==> src/rtl/bch_vit_pkg.sv <==
package bch_vit_pkg;

    // Default code: (7,4) cyclic, generator 1 + D + D^3
    localparam int CODE_N    = 7;
    localparam int CODE_K    = 4;
    localparam int CODE_GEN  = 'o13;
    localparam int CODE_DMIN = 3;
    localparam int WT_W      = 3;

    // Bit-sequencer mode
    typedef enum logic {
        SEQ_IDLE = 1'b0,
        SEQ_RUN  = 1'b1
    } seq_mode_e;

    // Outcome of one compare-select
    typedef struct packed {
        logic take_hi;   // upper predecessor won
        logic code_bit;  // hypothesised code bit on the winning branch
    } acs_pick_t;

    // Number of bits needed to count 0..n
    function automatic int cnt_bits(input int n);
        return (n < 2) ? 1 : $clog2(n + 1);
    endfunction

endpackage

==> src/rtl/bch_bit_seq.sv <==
module bch_bit_seq
    import bch_vit_pkg::*;
#(
    parameter int N = CODE_N
) (
    input  logic clk,
    input  logic rst,
    input  logic sym_valid,
    input  logic sym_first,
    output logic step,
    output logic load,
    output logic last
);
    localparam int CW = cnt_bits(N);

    seq_mode_e       mode_q;
    logic [CW-1:0]   cnt_q;
    logic [CW-1:0]   idx;

    always_comb begin
        load = sym_valid & sym_first;
        step = sym_valid & (sym_first | (mode_q == SEQ_RUN));
        idx  = sym_first ? '0 : cnt_q;
        last = step & (idx == CW'(N - 1));
    end

    always_ff @(posedge clk) begin
        if (rst) begin
            mode_q <= SEQ_IDLE;
            cnt_q  <= '0;
        end else if (step) begin
            if (last) begin
                mode_q <= SEQ_IDLE;
                cnt_q  <= '0;
            end else begin
                mode_q <= SEQ_RUN;
                cnt_q  <= idx + CW'(1);
            end
        end
    end

endmodule

==> src/rtl/bch_acs.sv <==
module bch_acs
    import bch_vit_pkg::*;
#(
    parameter int WW = WT_W,
    parameter int PW = CODE_N
) (
    input  logic [WW-1:0] w_lo,
    input  logic [WW-1:0] w_hi,
    input  logic [PW-1:0] p_lo,
    input  logic [PW-1:0] p_hi,
    input  logic          hyp_lo,
    input  logic          rx_bit,
    output logic [WW-1:0] w_out,
    output logic [PW-1:0] p_out
);
    function automatic logic [WW-1:0] sat_inc(input logic [WW-1:0] w, input logic c);
        if (c && (w != {WW{1'b1}}))
            return w + WW'(1);
        return w;
    endfunction

    logic [WW-1:0] cand_lo;
    logic [WW-1:0] cand_hi;
    acs_pick_t     pick;

    always_comb begin
        cand_lo       = sat_inc(w_lo, hyp_lo ^ rx_bit);
        cand_hi       = sat_inc(w_hi, ~hyp_lo ^ rx_bit);
        pick.take_hi  = (cand_hi < cand_lo);   // tie keeps the lower predecessor
        pick.code_bit = pick.take_hi ? ~hyp_lo : hyp_lo;
        w_out         = pick.take_hi ? cand_hi : cand_lo;
        p_out         = pick.take_hi ? {p_hi[PW-2:0], pick.code_bit}
                                     : {p_lo[PW-2:0], pick.code_bit};
    end

endmodule

==> src/rtl/bch_trellis_dec.sv <==
module bch_trellis_dec
    import bch_vit_pkg::*;
#(
    parameter int N    = CODE_N,
    parameter int K    = CODE_K,
    parameter int GEN  = CODE_GEN,
    parameter int DMIN = CODE_DMIN,
    parameter int WW   = WT_W
) (
    input  logic          clk,
    input  logic          rst,
    input  logic          sym_valid,
    input  logic          sym_first,
    input  logic          sym_bit,
    output logic          dec_done,
    output logic [N-1:0]  dec_word,
    output logic [WW-1:0] dec_weight,
    output logic          dec_ok
);
    localparam int NP  = N - K;
    localparam int NS  = 1 << NP;
    localparam int Q   = NS / 2;
    localparam int GLO = GEN % NS;

    logic step, load, last;

    logic [WW-1:0] wt_q   [NS];
    logic [WW-1:0] wt_cur [NS];
    logic [WW-1:0] wt_nxt [NS];
    logic [N-1:0]  pth_q  [NS];
    logic [N-1:0]  pth_cur[NS];
    logic [N-1:0]  pth_nxt[NS];
    logic [WW+1:0] twice_w;
    logic          ok_nxt;

    bch_bit_seq #(.N(N)) u_seq (
        .clk       (clk),
        .rst       (rst),
        .sym_valid (sym_valid),
        .sym_first (sym_first),
        .step      (step),
        .load      (load),
        .last      (last)
    );

    // Start-of-word metrics: state 0 free, all others penalised by dmin
    always_comb begin
        for (int i = 0; i < NS; i++) begin
            if (load) begin
                wt_cur[i]  = (i == 0) ? '0 : WW'(DMIN);
                pth_cur[i] = '0;
            end else begin
                wt_cur[i]  = wt_q[i];
                pth_cur[i] = pth_q[i];
            end
        end
    end

    // One ACS per successor state; predecessors R and R+Q
    for (genvar s = 0; s < NS; s++) begin : g_state
        localparam int R = ((s % 2) == 0) ? (s / 2) : ((s ^ GLO) / 2);
        bch_acs #(.WW(WW), .PW(N)) u_acs (
            .w_lo   (wt_cur[R]),
            .w_hi   (wt_cur[R + Q]),
            .p_lo   (pth_cur[R]),
            .p_hi   (pth_cur[R + Q]),
            .hyp_lo (1'(s % 2)),
            .rx_bit (sym_bit),
            .w_out  (wt_nxt[s]),
            .p_out  (pth_nxt[s])
        );
    end

    always_comb begin
        twice_w = {1'b0, wt_nxt[0], 1'b0};
        ok_nxt  = (twice_w < (WW+2)'(DMIN));
    end

    always_ff @(posedge clk) begin
        if (rst) begin
            for (int i = 0; i < NS; i++) begin
                wt_q[i]  <= '0;
                pth_q[i] <= '0;
            end
            dec_done   <= 1'b0;
            dec_word   <= '0;
            dec_weight <= '0;
            dec_ok     <= 1'b0;
        end else begin
            dec_done <= last;
            if (step) begin
                for (int i = 0; i < NS; i++) begin
                    wt_q[i]  <= wt_nxt[i];
                    pth_q[i] <= pth_nxt[i];
                end
            end
            if (last) begin
                dec_word   <= pth_nxt[0];
                dec_weight <= wt_nxt[0];
                dec_ok     <= ok_nxt;
            end
        end
    end

endmodule

==> config.mk <==
export PLATFORM = sky130hd
export DESIGN_NAME = bch_trellis_dec
export DESIGN_NICKNAME = d
export VERILOG_FILES = /design/src/rtl/bch_vit_pkg.sv /design/src/rtl/bch_bit_seq.sv /design/src/rtl/bch_acs.sv /design/src/rtl/bch_trellis_dec.sv
export SDC_FILE = /design/constraint.sdc
export NUM_CORES = 1
export LEC_CHECK = 0
export CORE_UTILIZATION = 55
export CTS_CLUSTER_DIAMETER = 30
export CTS_CLUSTER_SIZE = 12
export DETAILED_ROUTE_END_ITERATION = 12
export MAX_ROUTING_LAYER = met4
export PLACE_DENSITY = 0.84
export SYNTH_ARGS = -nofsm -noshare
export SYNTH_HDL_FRONTEND = slang
export SYNTH_SLANG_ARGS = --single-unit
==> constraint.sdc <==
create_clock -name clk -period 6.06 [get_ports clk]
set_clock_uncertainty 0.1 [all_clocks]
set_input_delay 1.515 -clock clk [delete_from_list [all_inputs] [get_ports clk]]
set_output_delay 1.515 -clock clk [all_outputs]
set_load 0.05 [all_outputs]
==> run summary <==
The transition time at the pin with the least slew margin came out at 1.11 ns. Across the whole layout, storage elements account for ~2200 µm². The full die area came out at approximately 9600 µm². The placed cell count is 606. Counting the buffers created by CTS gives 9. The deepest clock path buffer count came out at 2. The critical path data required time is 6.06 ns.

For this run, the leading register cell type out of synthesis is sky130_fd_sc_hd__edfxtp_1. The mean instance size in the synthesized netlist came out at ~10 µm². The CTS sink count came out at slightly below 80. The number of antenna diodes in the final layout is 0. The number of buffers added to fix hold violations after cts is 0.

Of all cell types, the one taking the most synthesized area is sky130_fd_sc_hd__edfxtp_1. Dividing total power by cell area gives a power density of around 350 nW/µm². Counting instances in the post-synthesis netlist gives the leading cell types as sky130_fd_sc_hd__edfxtp_1 (62), sky130_fd_sc_hd__nand2_1 (48), sky130_fd_sc_hd__a21oi_1 (40).

The smallest setup slack after layout is 1.08 ns. In this run the static leakage power is between 2 and 2.5 nW. Among all cell types in the netlist, the one instantiated most often is sky130_fd_sc_hd__edfxtp_1.

Setup violations remaining at the end of the flow were counted as 0. The multi-input combinational cells in the finished layout cover a total of between 2000 and 3000 µm². Once layout is done, the placed cells without fillers occupy 5450 µm². The H-tree was split into 3 levels. Based on the critical path, the design can be clocked at up to about 200 MHz.

After floorplanning, the core was sized to cover around 9000 µm². The pin count of the biggest net entering global routing is 33. The wire length of the first global-routing pass came out at about 19000 µm. The clock-pin slew of the registers on the worst-case setup and hold paths came out at approximately 0.080 ns. The number of nets in the finished design came out at 550. The I/O pin count is 17. The number of storage elements in the synthesis netlist came out at a little under 80. The worst pin sits at a relative slew slack of 26.0%. Setup repair after global routing left no endpoint under its margin. The number of buffers inserted to repair setup after CTS came out at 0. The post-synth net total came out at 540.

The cell count after synthesis is about 500. The post-synthesis to final-layout area growth came out at 7.75%. The worst slack at placement is just over 0.8 ns. STA classifies the critical path startpoint as a primary input. For this run, the register share of the synthesized area comes to a little over two fifths. The share of the cycle needed by the critical path after routing is between 80 and 90%. The number of antenna violations at the first check in global routing came out at 0. The final reports fail on design-rule violations. The tightest min-delay check is of the register to register type. The routed design has 11500 µm of wire. In the post-synthesis netlist, the biggest area contributors are sky130_fd_sc_hd__edfxtp_1 (37%), sky130_fd_sc_hd__ha_1 (8.9%), sky130_fd_sc_hd__dfxtp_1 (6.3%), sky130_fd_sc_hd__mux2i_1 (4.9%), sky130_fd_sc_hd__mux2_2 (4.0%). The number of stages on the worst hold path is 2. The via count of the first global-routing pass is slightly below 4000.

The number of enable-type register cells in the synthesized netlist is 62. The count of final max-slew check failures is 0. The initial detailed-routing violation count is approximately 300.

The final HPWL from detailed placement came out at 8130 µm. The worst supply voltage drop on vdd is 0.000193 V. The warning count from the yosys run came out at 0. Max-cap violations in this run came to 0. The critical path is of the primary input to register type. The cell row count came out at 34. In the final routed layout, each cell accounts on average for between 15 and 20 µm. Detailed routing inserted a total of 3967 vias. The number of distinct library cells after synthesis is between 40 and 50.

CTS placed an instance of sky130_fd_sc_hd__clkbuf_8 at the clock tree root. The x dimension of the die came out at 97.9 µm. The ratio of routed vias to standard cells came out at approximately 6.4. The initial core utilization came out at between 50% and 60%. Counting flops with an async set or reset pin after synthesis yields a share of 0%. The nature of the critical path endpoint is a register. Global routing used between 20% and 30% of the available tracks. The aggregate global routing overflow came out at 0.

The most critical setup path has its startpoint at sym_valid. The aggregate negative setup slack came out at 0 ns. For the worst setup path, the data arrival time is approximately 5.0 ns.

Of the post-synthesis cell area, the dominant cell type holds between 30% and 40%. The cell area after synthesis is slightly above 5000 µm². The global placement routability congestion came out at 0.852. The worst reg2reg path depth is 10. In this run the most critical hold path is launched from dec_word[0]$_SDFFE_PP0P_. The clock tree from TritonCTS is done.

The filler-free cell count of the finished design is slightly above 600. The count of input and output buffers came out at 16. The remaining routing DRC violations is 1. The clock latency reported for the late side of the worst-skew pair is about 0.37 ns. The flow ran to the end, but the final reports show violations.

The startpoint identified for the worst register-to-register timing path is wt_q[1][3]$_SDFFCE_PN0P_. The residual antenna-violating net count after detailed routing is 0. The number of cells upsized or downsized after cts came out at 0. The pre-antenna-repair detailed-routing pass consisted of 9 iterations. The total cell area at the placement stage is approximately 5300 µm². The ratio of cells with drive above 1 in the final layout is 11.1%. The final critical-path required period is ~5 ns. The vertical extent of the die came out at slightly below 100 µm. Along the worst path, the maximum fanout reaches 15. The hold violation total from the final report was 0. The number of fill cells in the layout came out at slightly above 700.
-- path summary, 6_finish.rpt --
path                                             endpoint  slack, ns
worst max register to register  pth_q[0][9]$_SDFFCE_PN0P_       2.65
worst max-delay path             wt_q[0][0]$_SDFFCE_PN0P_       1.08
worst min register to register   dec_word[0]$_SDFFE_PP0P_       0.37
worst min-delay path             dec_word[0]$_SDFFE_PP0P_       0.37
-- layer usage --
metal  up-vias  routed length [µm]  GRT usage, %
met1      1907                5010          32.6
met4         0                 252          10.6
met5         -                   0             -
li1       1876                   -             -
met2       157                5470          41.8
met3        27                 741          4.72
-- cell usage in the layout (no fill, tap or decap), types with 14 or more instances in the layout --
master / n
sky130_fd_sc_hd__nor2_1: 24
sky130_fd_sc_hd__mux2i_1: 25
sky130_fd_sc_hd__and2_1: 14
sky130_fd_sc_hd__nand3_1: 17
sky130_fd_sc_hd__ha_1: 36
sky130_fd_sc_hd__mux2_2: 18
sky130_fd_sc_hd__clkdlybuf4s50_1: 16
sky130_fd_sc_hd__o21ai_0: 23
sky130_fd_sc_hd__nand2b_1: 17
sky130_fd_sc_hd__a21oi_1: 40
sky130_fd_sc_hd__dfxtp_1: 16
sky130_fd_sc_hd__nand2_1: 48
sky130_fd_sc_hd__edfxtp_1: 62
-- sequential cells by signal, indices dropped and copies added, names as in the netlist --
signal / count
dec_done: 1
dec_word: 7
dec_weight: 3
wt_q: 24
pth_q: 38
u_seq.cnt_q: 3
u_seq.mode_q: 1
dec_ok: 1
-- metrics by stage --
stage	power (mW)	hold WS, ns	util, %
after detailed placement	1.55	0.351	60.0
final	1.92	0.366	61.9
after floorplan	1.37	0.349	-
after global routing	2.05	0.380	61.9
after global placement	1.49	0.345	60.0
after CTS	1.90	0.364	61.9
-- layout make-up --
type                    instances  area share [%]
repair buffers                 23            3.90
multi-input cells             385            49.7
clock buffers                  12            2.48
inverters                      12           0.827
well taps                     108            2.48
flip-flops and latches         78            40.1
clock inverters                 4           0.597
-- logic make-up after synthesis --
logic type,after synthesis,synth area share (%)
xor gates and xnor gates,17,2.94
adders and majority gates,36,8.91
and+or+nand+nor,165,16.7
muxes,43,8.96
DFF,78,43.2
buffers and inverters,36,3.39
AOI/OAI and AO/OA,124,15.9
-- worst max-delay path, stage by stage --
cell and delay (ns):
sky130_fd_sc_hd__clkdlybuf4s50_1 0.42, sky130_fd_sc_hd__nand2_1 0.39, sky130_fd_sc_hd__buf_4 0.29, sky130_fd_sc_hd__nand2b_1 0.12, sky130_fd_sc_hd__ha_1 0.24, sky130_fd_sc_hd__ha_1 0.22
sky130_fd_sc_hd__nor2_2 0.17, sky130_fd_sc_hd__mux2_2 0.40, sky130_fd_sc_hd__ha_1 0.33, sky130_fd_sc_hd__inv_1 0.10, sky130_fd_sc_hd__a21o_1 0.40, sky130_fd_sc_hd__nor2_1 0.13
sky130_fd_sc_hd__o22ai_1 0.19, sky130_fd_sc_hd__nor2_1 0.07
-- power by group --
| part | total, mW | switching (mW) | leakage [nW] | internal [mW] |
|---|---|---|---|---|
| sequential | 0.708 | 0.0321 | 0.794 | 0.676 |
| combinational | 0.857 | 0.538 | 1.25 | 0.319 |
| clock | 0.359 | 0.207 | 0.0772 | 0.152 |
| total | 1.92 | 0.777 | 2.12 | 1.15 |
Power figures use the tool's default switching activity.
